==> src/rtl/i2c_regbank_pkg.sv <==
package i2c_regbank_pkg;

    localparam int BYTE_W = 8;

    typedef enum logic [3:0] {
        ST_IDLE,
        ST_ADDR,
        ST_ADDR_ACK,
        ST_PTR,
        ST_PTR_ACK,
        ST_WDATA,
        ST_WDATA_ACK,
        ST_RDATA,
        ST_RDATA_ACK
    } phase_t;

endpackage

==> src/rtl/i2c_line_sync.sv <==
module i2c_line_sync #(
    parameter int STAGES = 2
) (
    input  logic clk,
    input  logic rst_n,
    input  logic scl_i,
    input  logic sda_i,
    output logic scl_lvl,
    output logic sda_lvl,
    output logic scl_rise,
    output logic scl_fall,
    output logic start_det,
    output logic stop_det
);

    logic [STAGES-1:0] scl_pipe;
    logic [STAGES-1:0] sda_pipe;
    logic              scl_prev;
    logic              sda_prev;

    // Idle bus is high, so every stage resets to 1.
    always_ff @(posedge clk or negedge rst_n) begin
        if (!rst_n) begin
            scl_pipe <= '1;
            sda_pipe <= '1;
            scl_prev <= 1'b1;
            sda_prev <= 1'b1;
        end else begin
            scl_pipe <= {scl_pipe[STAGES-2:0], scl_i};
            sda_pipe <= {sda_pipe[STAGES-2:0], sda_i};
            scl_prev <= scl_pipe[STAGES-1];
            sda_prev <= sda_pipe[STAGES-1];
        end
    end

    assign scl_lvl   = scl_pipe[STAGES-1];
    assign sda_lvl   = sda_pipe[STAGES-1];
    assign scl_rise  = scl_lvl && !scl_prev;
    assign scl_fall  = !scl_lvl && scl_prev;
    assign start_det = scl_lvl && scl_prev && sda_prev && !sda_lvl;
    assign stop_det  = scl_lvl && scl_prev && !sda_prev && sda_lvl;

endmodule

==> src/rtl/i2c_reg_array.sv <==
module i2c_reg_array #(
    parameter int                ADDR_W   = 8,
    parameter int                DATA_W   = 8,
    parameter int                NRD      = 2,
    parameter logic [ADDR_W-1:0] LAST_REG = 8'h6C
) (
    input  logic                          clk,
    input  logic                          rst_n,
    input  logic                          wr_en,
    input  logic [ADDR_W-1:0]             wr_addr,
    input  logic [DATA_W-1:0]             wr_data,
    input  logic [NRD-1:0][ADDR_W-1:0]    rd_addr,
    output logic [NRD-1:0][DATA_W-1:0]    rd_data
);

    localparam int DEPTH = int'(LAST_REG) + 1;
    localparam int IDX_W = $clog2(DEPTH);

    logic [DATA_W-1:0] mem [DEPTH];

    always_ff @(posedge clk or negedge rst_n) begin
        if (!rst_n) begin
            for (int i = 0; i < DEPTH; i++) mem[i] <= '0;
        end else if (wr_en && (wr_addr <= LAST_REG)) begin
            mem[wr_addr[IDX_W-1:0]] <= wr_data;
        end
    end

    for (genvar p = 0; p < NRD; p++) begin : g_rd
        always_comb begin
            if (rd_addr[p] <= LAST_REG) rd_data[p] = mem[rd_addr[p][IDX_W-1:0]];
            else                        rd_data[p] = '0;
        end
    end

endmodule

==> src/rtl/i2c_byte_fsm.sv <==
module i2c_byte_fsm
    import i2c_regbank_pkg::*;
#(
    parameter int                ADDR_W   = 8,
    parameter logic [6:0]        DEV_ADDR = 7'h33,
    parameter logic [ADDR_W-1:0] LAST_REG = 8'h6C
) (
    input  logic              clk,
    input  logic              rst_n,
    input  logic              scl_lvl,
    input  logic              sda_lvl,
    input  logic              scl_rise,
    input  logic              scl_fall,
    input  logic              start_det,
    input  logic              stop_det,
    input  logic [BYTE_W-1:0] rd_data,
    output logic              sda_oe,
    output logic              wr_en,
    output logic [ADDR_W-1:0] ptr,
    output logic [BYTE_W-1:0] wr_data
);

    phase_t            state, state_d;
    logic [2:0]        bit_cnt;
    logic              got8;
    logic              is_read;
    logic [BYTE_W-1:0] shreg;
    logic [BYTE_W-1:0] txreg;
    logic [BYTE_W-1:0] byte_in;
    logic              last_rise;
    logic              addr_hit;
    logic              shifting;
    logic [ADDR_W-1:0] ptr_next;

    assign byte_in   = {shreg[BYTE_W-2:0], sda_lvl};
    assign last_rise = scl_rise && (bit_cnt == 3'd7);
    assign addr_hit  = (byte_in[7:1] == DEV_ADDR);
    assign shifting  = (state == ST_ADDR) || (state == ST_PTR) ||
                       (state == ST_WDATA) || (state == ST_RDATA);
    assign ptr_next  = (ptr == LAST_REG) ? '0 : ptr + 1'b1;

    // Next-state logic
    always_comb begin
        state_d = state;
        if (start_det) begin
            state_d = ST_ADDR;
        end else if (stop_det) begin
            state_d = ST_IDLE;
        end else begin
            unique case (state)
                ST_IDLE: state_d = ST_IDLE;
                ST_ADDR: begin
                    if (last_rise && !addr_hit)  state_d = ST_IDLE;
                    else if (scl_fall && got8)   state_d = ST_ADDR_ACK;
                end
                ST_ADDR_ACK: if (scl_fall) state_d = is_read ? ST_RDATA : ST_PTR;
                ST_PTR:       if (scl_fall && got8) state_d = ST_PTR_ACK;
                ST_PTR_ACK:   if (scl_fall) state_d = ST_WDATA;
                ST_WDATA:     if (scl_fall && got8) state_d = ST_WDATA_ACK;
                ST_WDATA_ACK: if (scl_fall) state_d = ST_WDATA;
                ST_RDATA:     if (scl_fall && got8) state_d = ST_RDATA_ACK;
                ST_RDATA_ACK: begin
                    if (scl_rise && sda_lvl) state_d = ST_IDLE;
                    else if (scl_fall)       state_d = ST_RDATA;
                end
                default: state_d = ST_IDLE;
            endcase
        end
    end

    // State register
    always_ff @(posedge clk or negedge rst_n) begin
        if (!rst_n) state <= ST_IDLE;
        else        state <= state_d;
    end

    // Byte datapath: bit counter, shifters, pointer
    always_ff @(posedge clk or negedge rst_n) begin
        if (!rst_n) begin
            bit_cnt <= '0;
            got8    <= 1'b0;
            is_read <= 1'b0;
            shreg   <= '0;
            txreg   <= '0;
            ptr     <= '0;
        end else begin
            if (start_det || stop_det) begin
                bit_cnt <= '0;
                got8    <= 1'b0;
            end else begin
                if (shifting && scl_rise) begin
                    bit_cnt <= bit_cnt + 3'd1;
                    shreg   <= byte_in;
                    if (bit_cnt == 3'd7) got8 <= 1'b1;
                end
                if (got8 && scl_fall) got8 <= 1'b0;
            end
            if ((state == ST_ADDR) && last_rise) is_read <= byte_in[0];
            if ((state == ST_PTR) && last_rise) begin
                ptr <= byte_in;
            end else if (((state == ST_WDATA) || (state == ST_RDATA)) && last_rise) begin
                ptr <= ptr_next;
            end
            if ((state_d == ST_RDATA) && (state != ST_RDATA)) begin
                txreg <= rd_data;
            end else if ((state == ST_RDATA) && scl_fall && !got8) begin
                txreg <= {txreg[BYTE_W-2:0], 1'b0};
            end
        end
    end

    // Outputs
    always_comb begin
        sda_oe  = 1'b0;
        wr_en   = 1'b0;
        wr_data = byte_in;
        unique case (state)
            ST_ADDR_ACK, ST_PTR_ACK, ST_WDATA_ACK: sda_oe = 1'b1;
            ST_RDATA: sda_oe = !txreg[BYTE_W-1];
            ST_WDATA: wr_en  = last_rise;
            default: ;
        endcase
    end


    start_to_addr_chk: assert property (@(posedge clk) disable iff (!rst_n)
        start_det |=> (state == ST_ADDR));


    stop_to_idle_chk: assert property (@(posedge clk) disable iff (!rst_n)
        stop_det |=> (state == ST_IDLE));


    addr_miss_chk: assert property (@(posedge clk) disable iff (!rst_n)
        ((state == ST_ADDR) && scl_rise && (bit_cnt == 3'd7) && (shreg[6:0] != DEV_ADDR))
        |=> ((state == ST_IDLE) && !sda_oe));


    ptr_wrap_chk: assert property (@(posedge clk) disable iff (!rst_n)
        (((state == ST_WDATA) || (state == ST_RDATA)) && scl_rise &&
         (bit_cnt == 3'd7) && (ptr == LAST_REG)) |=> (ptr == '0));


    tx_steady_chk: assert property (@(posedge clk) disable iff (!rst_n)
        ((state == ST_RDATA) && scl_lvl && !start_det && !stop_det) |=> $stable(sda_oe));


    nack_release_chk: assert property (@(posedge clk) disable iff (!rst_n)
        ((state == ST_RDATA_ACK) && scl_rise && sda_lvl && !start_det && !stop_det)
        |=> !sda_oe);

endmodule

==> src/rtl/i2c_regbank_slave.sv <==
module i2c_regbank_slave #(
    parameter int                ADDR_W      = 8,
    parameter logic [6:0]        DEV_ADDR    = 7'h33,
    parameter logic [ADDR_W-1:0] LAST_REG    = 8'h6C,
    parameter int                SYNC_STAGES = 2
) (
    input  logic              clk,
    input  logic              rst_n,
    input  logic              scl_i,
    input  logic              sda_i,
    output logic              scl_oe,
    output logic              sda_oe,
    input  logic [ADDR_W-1:0] host_addr,
    output logic [7:0]        host_rdata
);

    localparam int NRD = 2;

    logic scl_lvl, sda_lvl, scl_rise, scl_fall, start_det, stop_det;
    logic wr_en;
    logic [ADDR_W-1:0] ptr;
    logic [7:0] wr_data;
    logic [NRD-1:0][ADDR_W-1:0] rd_addr;
    logic [NRD-1:0][7:0] rd_data;

    i2c_line_sync #(.STAGES(SYNC_STAGES)) u_sync (
        .clk       (clk),
        .rst_n     (rst_n),
        .scl_i     (scl_i),
        .sda_i     (sda_i),
        .scl_lvl   (scl_lvl),
        .sda_lvl   (sda_lvl),
        .scl_rise  (scl_rise),
        .scl_fall  (scl_fall),
        .start_det (start_det),
        .stop_det  (stop_det)
    );

    i2c_byte_fsm #(
        .ADDR_W   (ADDR_W),
        .DEV_ADDR (DEV_ADDR),
        .LAST_REG (LAST_REG)
    ) u_fsm (
        .clk       (clk),
        .rst_n     (rst_n),
        .scl_lvl   (scl_lvl),
        .sda_lvl   (sda_lvl),
        .scl_rise  (scl_rise),
        .scl_fall  (scl_fall),
        .start_det (start_det),
        .stop_det  (stop_det),
        .rd_data   (rd_data[0]),
        .sda_oe    (sda_oe),
        .wr_en     (wr_en),
        .ptr       (ptr),
        .wr_data   (wr_data)
    );

    assign rd_addr[0] = ptr;
    assign rd_addr[1] = host_addr;

    i2c_reg_array #(
        .ADDR_W   (ADDR_W),
        .DATA_W   (8),
        .NRD      (NRD),
        .LAST_REG (LAST_REG)
    ) u_regs (
        .clk     (clk),
        .rst_n   (rst_n),
        .wr_en   (wr_en),
        .wr_addr (ptr),
        .wr_data (wr_data),
        .rd_addr (rd_addr),
        .rd_data (rd_data)
    );

    assign host_rdata = rd_data[1];
    assign scl_oe     = 1'b0;

endmodule

==> config.mk <==
export PLATFORM = sky130hd
export DESIGN_NAME = i2c_regbank_slave
export DESIGN_NICKNAME = d
export VERILOG_FILES = /design/src/rtl/i2c_regbank_pkg.sv /design/src/rtl/i2c_line_sync.sv /design/src/rtl/i2c_reg_array.sv /design/src/rtl/i2c_byte_fsm.sv /design/src/rtl/i2c_regbank_slave.sv
export SDC_FILE = /design/constraint.sdc
export NUM_CORES = 2
export LEC_CHECK = 0
export BUFFER_PORTS_ARGS = -buffer_cell sky130_fd_sc_hd__buf_2
export CELL_PAD_IN_SITES_DETAIL_PLACEMENT = 1
export CELL_PAD_IN_SITES_GLOBAL_PLACEMENT = 2
export CORE_UTILIZATION = 38
export DETAILED_ROUTE_END_ITERATION = 8
export PLACE_DENSITY_LB_ADDON = 0.12
export SYNTH_ARGS = -nofsm -noshare
export SYNTH_HDL_FRONTEND = slang
export SYNTH_SLANG_ARGS = --single-unit
==> constraint.sdc <==
create_clock -name clk -period 4.4 [get_ports clk]
set_input_delay 0.22 -clock clk [delete_from_list [all_inputs] [get_ports clk]]
set_output_delay 0.22 -clock clk [all_outputs]
set_load 0.02 [all_outputs]
Word level (Yosys, flattened, before mapping)
Cells that the tools add are included.

Flip-flop bits (word level): 910. Input port bits: 12. Output and inout port bits: 10. Word-level logic and storage cells: 221.

$add $sub $neg: 2. $lt $le $gt $ge: 5. Equality and inequality tests: 13. Mux-type cells: 37. Bitwise gates (word level): 3. Reductions and logical operators: 41.

Operator list (count): 872-bit bitwise mux (1); 8-bit binary-select mux with 7-bit select (2); 8-bit 2-to-1 mux (12); 8-bit demux with 7-bit select (1); 4-bit 2-to-1 mux (11); 4-bit one-hot mux with 7 select lines (1); 4-bit by 3-bit equality test with 1-bit output, second input constant (5); 1-bit logical AND (20); 8-bit greater-or-equal comparator, second input constant (2); 8-bit by 7-bit <= comparator with 1-bit output, second input constant (2); 7-bit NOT with 8-bit output (2); 3-bit 2-to-1 mux (3); 8-bit by 1-bit adder with 8-bit output, second input constant (1); 4-bit by 2-bit equality test with 1-bit output, second input constant (2); 8-bit by 7-bit equality test with 1-bit output, second input constant (1); 8-bit by 1-bit < comparator with 1-bit output, second input constant (1); 7-bit by 6-bit equality test with 1-bit output, second input constant (1); 1-bit zero test (7); 2-bit nonzero test (3); 3-bit nonzero test (2); 1-bit logical OR (5); 1-bit 2-to-1 mux (5); 4-bit by 1-bit equality test with 1-bit output, second input constant (1); 4-bit equality test, second input constant (1); 8 further kinds (9).

Logic depth before layout (Yosys ltp)
Depth after elaboration: 11. Gate-level depth with buffers: 14. Gate-level depth less buffers: 8.

Hierarchy
From an unflattened synthesis, not the netlist that was laid out.

Cells, all modules: 3537. Area total of the unflattened synthesis: 49585.1 um^2.

By module, submodules not included: i2c_reg_array (times used 1, cells an instance 3329, area each 47455.5 um^2, sequential area each 21820.9 um^2); i2c_byte_fsm (times used 1, cells an instance 196, area each 1928.1 um^2, sequential area each 800.8 um^2); i2c_line_sync (times used 1, cells an instance 10, area each 190.2 um^2, sequential area each 157.7 um^2); i2c_regbank_slave (times used 1, cells an instance 2, area each 11.3 um^2, sequential area each 0.0 um^2).

Worst setup path after synthesis
OpenSTA, ideal clock, no wires.

Path kind: reg-to-reg. Start: register u_fsm.ptr[1]. End: register u_regs.mem[592] (netlist name). Library setup time: 128 ps. Arrival time: 3490 ps. Data required time: 4272 ps. Slack: 782 ps. Stages on the path, launching flop included: 15. Buffers on the path: 6. Period minus slack after synthesis: 3618 ps. Path through: dfrtp_1 > buf_2 > buf_2 > inv_1 > clkbuf_1 > buf_1 > ha_1 > o21ba_1 > nor2_1 > or4_1 > buf_2 > nor3_2 > buf_4 > nand2_2 > mux2_1.

Word-level cells in the longest chain between the ends: 6. Elaborated cells on any way between the ends: 9. Those cells by class: order compare (3); mux (3); bitwise (1); reduce/logical (2).

Ends and longest elaborated chain: from (decl) (RTL line i2c_byte_fsm.sv:19) `output logic [ADDR_W-1:0] ptr,`; from (signal assigned) (RTL line i2c_byte_fsm.sv:100) `ptr <= byte_in;`; from (signal assigned) (RTL line i2c_byte_fsm.sv:102) `ptr <= ptr_next;`; 7-bit NOT with 8-bit output (not written as such) (RTL line i2c_reg_array.sv:25) `mem[wr_addr[IDX_W-1:0]] <= wr_data;`; 8-bit greater-or-equal comparator (not written as such) or 8-bit by 1-bit < comparator with 1-bit output (tied branches) (RTL line i2c_reg_array.sv:25); 1-bit logical AND (not written as such) (RTL line i2c_reg_array.sv:25); 8-bit 2-to-1 mux (not written as such) (RTL line i2c_reg_array.sv:25); 8-bit demux with 7-bit select (RTL line i2c_reg_array.sv:25); 872-bit bitwise mux (RTL line i2c_reg_array.sv:25); to (signal, indexed assignment) (RTL line i2c_reg_array.sv:25); to (decl) (RTL line i2c_reg_array.sv:19) `logic [DATA_W-1:0] mem [DEPTH];`.

Several ways; a longest one is shown, not always the timed one. A chain may end at the register's enable or synchronous reset.

Worst setup path in the final report
Start: register u_regs.mem[822] (netlist name). End: output port host_rdata[6].

Word-level cells in the longest chain between the ends: 4.

Ends and longest elaborated chain: 8-bit binary-select mux with 7-bit select (RTL line i2c_reg_array.sv:31) `if (rd_addr[p] <= LAST_REG) rd_data[p] = mem[rd_addr[p][IDX_W-1:0]];`; 8-bit 2-to-1 mux (not written as such) (2 in series) (RTL line i2c_reg_array.sv:31); 8-bit 2-to-1 mux (RTL line i2c_reg_array.sv:31); to (decl) (RTL line i2c_regbank_slave.sv:14) `output logic [7:0] host_rdata`.

Every way passes these cells. The select of a mux whose other input is x is not followed.

==> run summary <==
The tools report the origin of the worst min-delay path as sda_i. The path depth of the worst reg2reg path was 6; the weighted congestion reported at the end of routability-driven placement was 0.914. The count of nets left with antenna violations once routing finished came out at 0. Compared with the post-synthesis result, the final layout area differs by 13.5%. After legalization and detailed placement, the total HPWL measured 141,000 um. Dividing the detail-routed wire length by the instance count gives 37.5 um. Startpoint type of the worst setup path: a register. The H-tree depth was 3. The tightest min-delay check is of the in2reg type.

The core region is 128,000 um^2. The slew at the pin with the worst max-slew slack works out to 1.33 ns. The power per cell area works out to 335 nW/um^2. The flip-flop and latch count after synthesis is 910. The floorplan step set the die height to 363 um. The maximum clock insertion buffer count is 3, and the leakage component of the power is 25.2 nW. The worst register-to-register path has a setup slack of 0.47 ns.

The count of buffers added on input and output ports is 20. The total number of yosys warnings is 0, and the number of ports placed on the die boundary is 22. The clock arrives with 0.0427 ns of skew.

The number of antenna violations at the first check in global routing came out at 10. For this configuration, the core starts out at a cell density of 38.5%. The critical path capture point type is an output pin. Along the worst hold path, the cell count comes to 2. The largest vdd supply drop was 0.332 mV; the overall routing resource usage was 32.1%. The area enclosed by the die boundary is 131,000 um^2, and the number of setup buffers added after CTS is 0.

For the count of endpoints failing hold in the final timing report, the log shows 0. The final layout contains routed wiring with a total length of 210,000 um. Entering global routing, the biggest net connects 148 pins. The tools report the endpoint of the lowest-slack register-to-register path as u_fsm.txreg[4]. TritonCTS created 111 clock buffers. The vias after detailed routing was 36.6k; the clock-pin slew of the registers on the worst-case setup and hold paths was 0.06 ns.

After the last flow step, the layout net total stands at 3,802. Library cell appearing most often on the critical path: nor2_1. The number of nets handed over by synthesis was 3,796. dfrtp_1 takes more of the synthesized area than any other cell. The number of DRC violations after detailed routing was 0. The width of the chip is 363 um, and the number of distinct library cell variants in the gate-level netlist after synthesis is 78. The clock reaches the later pin of the worst-skew pair after 0.75 ns. Setup violations remaining at the end of the flow were counted as 0. The library cell used most frequently in the layout, excluding fill and tap cells, is dfrtp_1. TritonCTS built the clock tree. At the worst endpoint, the required time is 4.18 ns. Most instantiated flip-flop cell in the synthesis netlist: dfrtp_1.

In this run, post-CTS hold repair placed 4 buffers. In the routed layout, each cell is associated on average with a via count of 6.52. The async set or reset register ratio after synthesis was 100%; the number of instances in the placed design was 5,398. The worst hold endpoint was u_sync.sda_pipe[0].

The launch instance of the worst register-to-register path is u_fsm.ptr[2]. The first routing iteration left 3,836 violations. The total count of max-transition violations in the final report was 0.

The synthesized instance count was 3,780. Setup repair after global routing left no endpoint under its margin. The logs give 46.1% for the sequential area share after synthesis and 3.88 ns for the arrival time at the worst endpoint.

The number of cell rows is 131, and the clock sink count is 910. The run gives 56,000 um^2 as the design area. The share of synthesized area in the top cell type comes to 45.8%. The flow ran to the end, and the final reports show no timing, DRC or antenna violations.

The maximum single-stage delay on the critical path was 0.98 ns; the post-synthesis area per instance was 13.1 um^2. For the final-layout setup total negative slack, the log shows 0 ns. The tools report the via count of the first global-routing pass as 38.4k. The finished layout holds 5,612 standard cells, fillers aside. The logs give 302,000 um for the global-route wire length before repair and 52,300 um^2 for the post-placement cell area. After layout, the worst path uses 93.2% of the clock period. In this run the worst path has a maximum fanout of 3.

Counting flops with a built-in enable in the synthesized netlist gives 0. For the count of cells resized by post-cts repair, the log shows 0. The worst-path cell with the longest stage delay was a2111oi_0. The logs give 10.8% for the max-slew headroom at the worst pin and 18.7 mW for the total power draw. The library cells used most frequently in the layout, excluding fill and tap cells, are dfrtp_1 (893), mux2_2 (861), mux2i_1 (252), mux4_2 (245), nand2_1 (182).

The proportion of layout cells with a drive suffix above 1 is 41.4%, and the max capacitance violation total is 0. Static timing analysis puts the maximum clock frequency at 244 MHz. By area the synthesized netlist is led by dfrtp_1 (46%), mux2_2 (20%), mux4_2 (11%). The root buffer cell chosen for the clock tree is clkbuf_16.

For the synthesized cell area, the log shows 49,400 um^2. The tools report the global-route congestion overflow total as 0. Traced cell by cell, the critical path runs through mux4_2 > mux2i_1 > nor2_1 > a2111oi_0 > nor2_1 > o221ai_1 > nor2_1 > buf_2. The shortest clock period the worst path allows after layout was 4.10 ns; the detailed-routing iteration count for the pre-antenna-repair pass was 6. Classification of the worst setup path: reg2out.
## cells by family after synthesis
kind of cell | count (synthesis) | share of synthesized area, %
AND/OR/NAND/NOR | 535 | 5.24
adder cells (fa/ha/maj) | 4 | 0.101
XOR/XNOR | 2 | 0.0355
flip-flops | 910 | 46.1
other | 1 | 0.00759
AO/OA/AOI/OAI | 555 | 7.90
multiplexers | 1441 | 37.8
buffers and inverters | 332 | 2.79
## Yosys cell counts (20+ instances only)
cell type,n
a22oi_1,49
mux4_2,245
a21oi_1,94
a221oi_1,94
mux2i_1,252
mux2_2,861
clkbuf_1,216
nand2_1,182
nor2_1,144
nand2_2,26
o22ai_1,48
o21ai_0,101
buf_1,33
o221ai_1,34
nand3_1,39
buf_2,66
dfrtp_1,904
nor2_2,20
mux2_1,83
nor3_1,25
## routing by layer
| layer | GRT usage (%) | share of wire, % | vias to the layer above |
|---|---|---|---|
| met4 | 12.4 | 4.4 | 6 |
| li1 | - | - | 14500 |
| met1 | 45.1 | 44 | 20200 |
| met3 | 5.60 | 6.5 | 402 |
| met5 | 0 | 0.038 | - |
| met2 | 49.2 | 45 | 1481 |
## worst max-delay path by stage
stage / start / end / cells after the start
detailed placement: u_fsm.ptr[2] / u_fsm.txreg[4] / 6
floorplan: u_fsm.ptr[1] / u_regs.mem[592] / 14
global placement: u_fsm.ptr[2] / u_fsm.txreg[4] / 6
finish: u_regs.mem[822] / host_rdata[6] / 8
global route: u_regs.mem[814] / host_rdata[6] / 8
CTS: u_regs.mem[822] / host_rdata[6] / 8
## report_power, final
group	internal, mW	total, mW	switching, mW
registers	8.39	8.53	0.136
logic	0.204	0.881	0.677
clock network	5.50	9.34	3.84
total	14.1	18.7	4.65
## worst max-delay path, delay by kind of cell (launching register included)
family                 cells  cell delay (ns)
AOI/OAI and AO/OA          2             1.35
DFF                        1             0.40
muxes                      2             0.71
buffers and inverters      1             0.21
and+or+nand+nor            3             0.47
## sequential cells by signal, summed over array words and instances, names as in the netlist, 2 cells and up
register	cells
u_fsm.ptr	8
u_fsm.txreg	8
u_sync.scl_pipe	2
u_fsm.bit_cnt	3
u_fsm.shreg	7
u_regs.mem	872
u_fsm.state	4
u_sync.sda_pipe	2
## final cells by class
type / count / area [um^2]
Tap cell: 1729 / 2160
Clock buffer: 174 / 3400
Antenna cell: 3 / 7.51
Fill cell: 13100 / 72100
Multi-Input combinational cell: 2538 / 25300
Sequential cell: 910 / 22800
Timing Repair Buffer: 219 / 2000
Clock inverter: 33 / 298
Inverter: 6 / 22.5
## per-stage QoR
stage               setup WS [ns]  util [%]  hold slack, ns
CTS                         0.350      43.7          0.0984
detailed placement          0.526      40.8           0.154
finish                      0.298      43.7           0.137
global route                0.325      43.7           0.121
floorplan                   0.782         -         -0.0756
global placement            0.500      40.8           0.150
(Power assumes the default switching activity.)
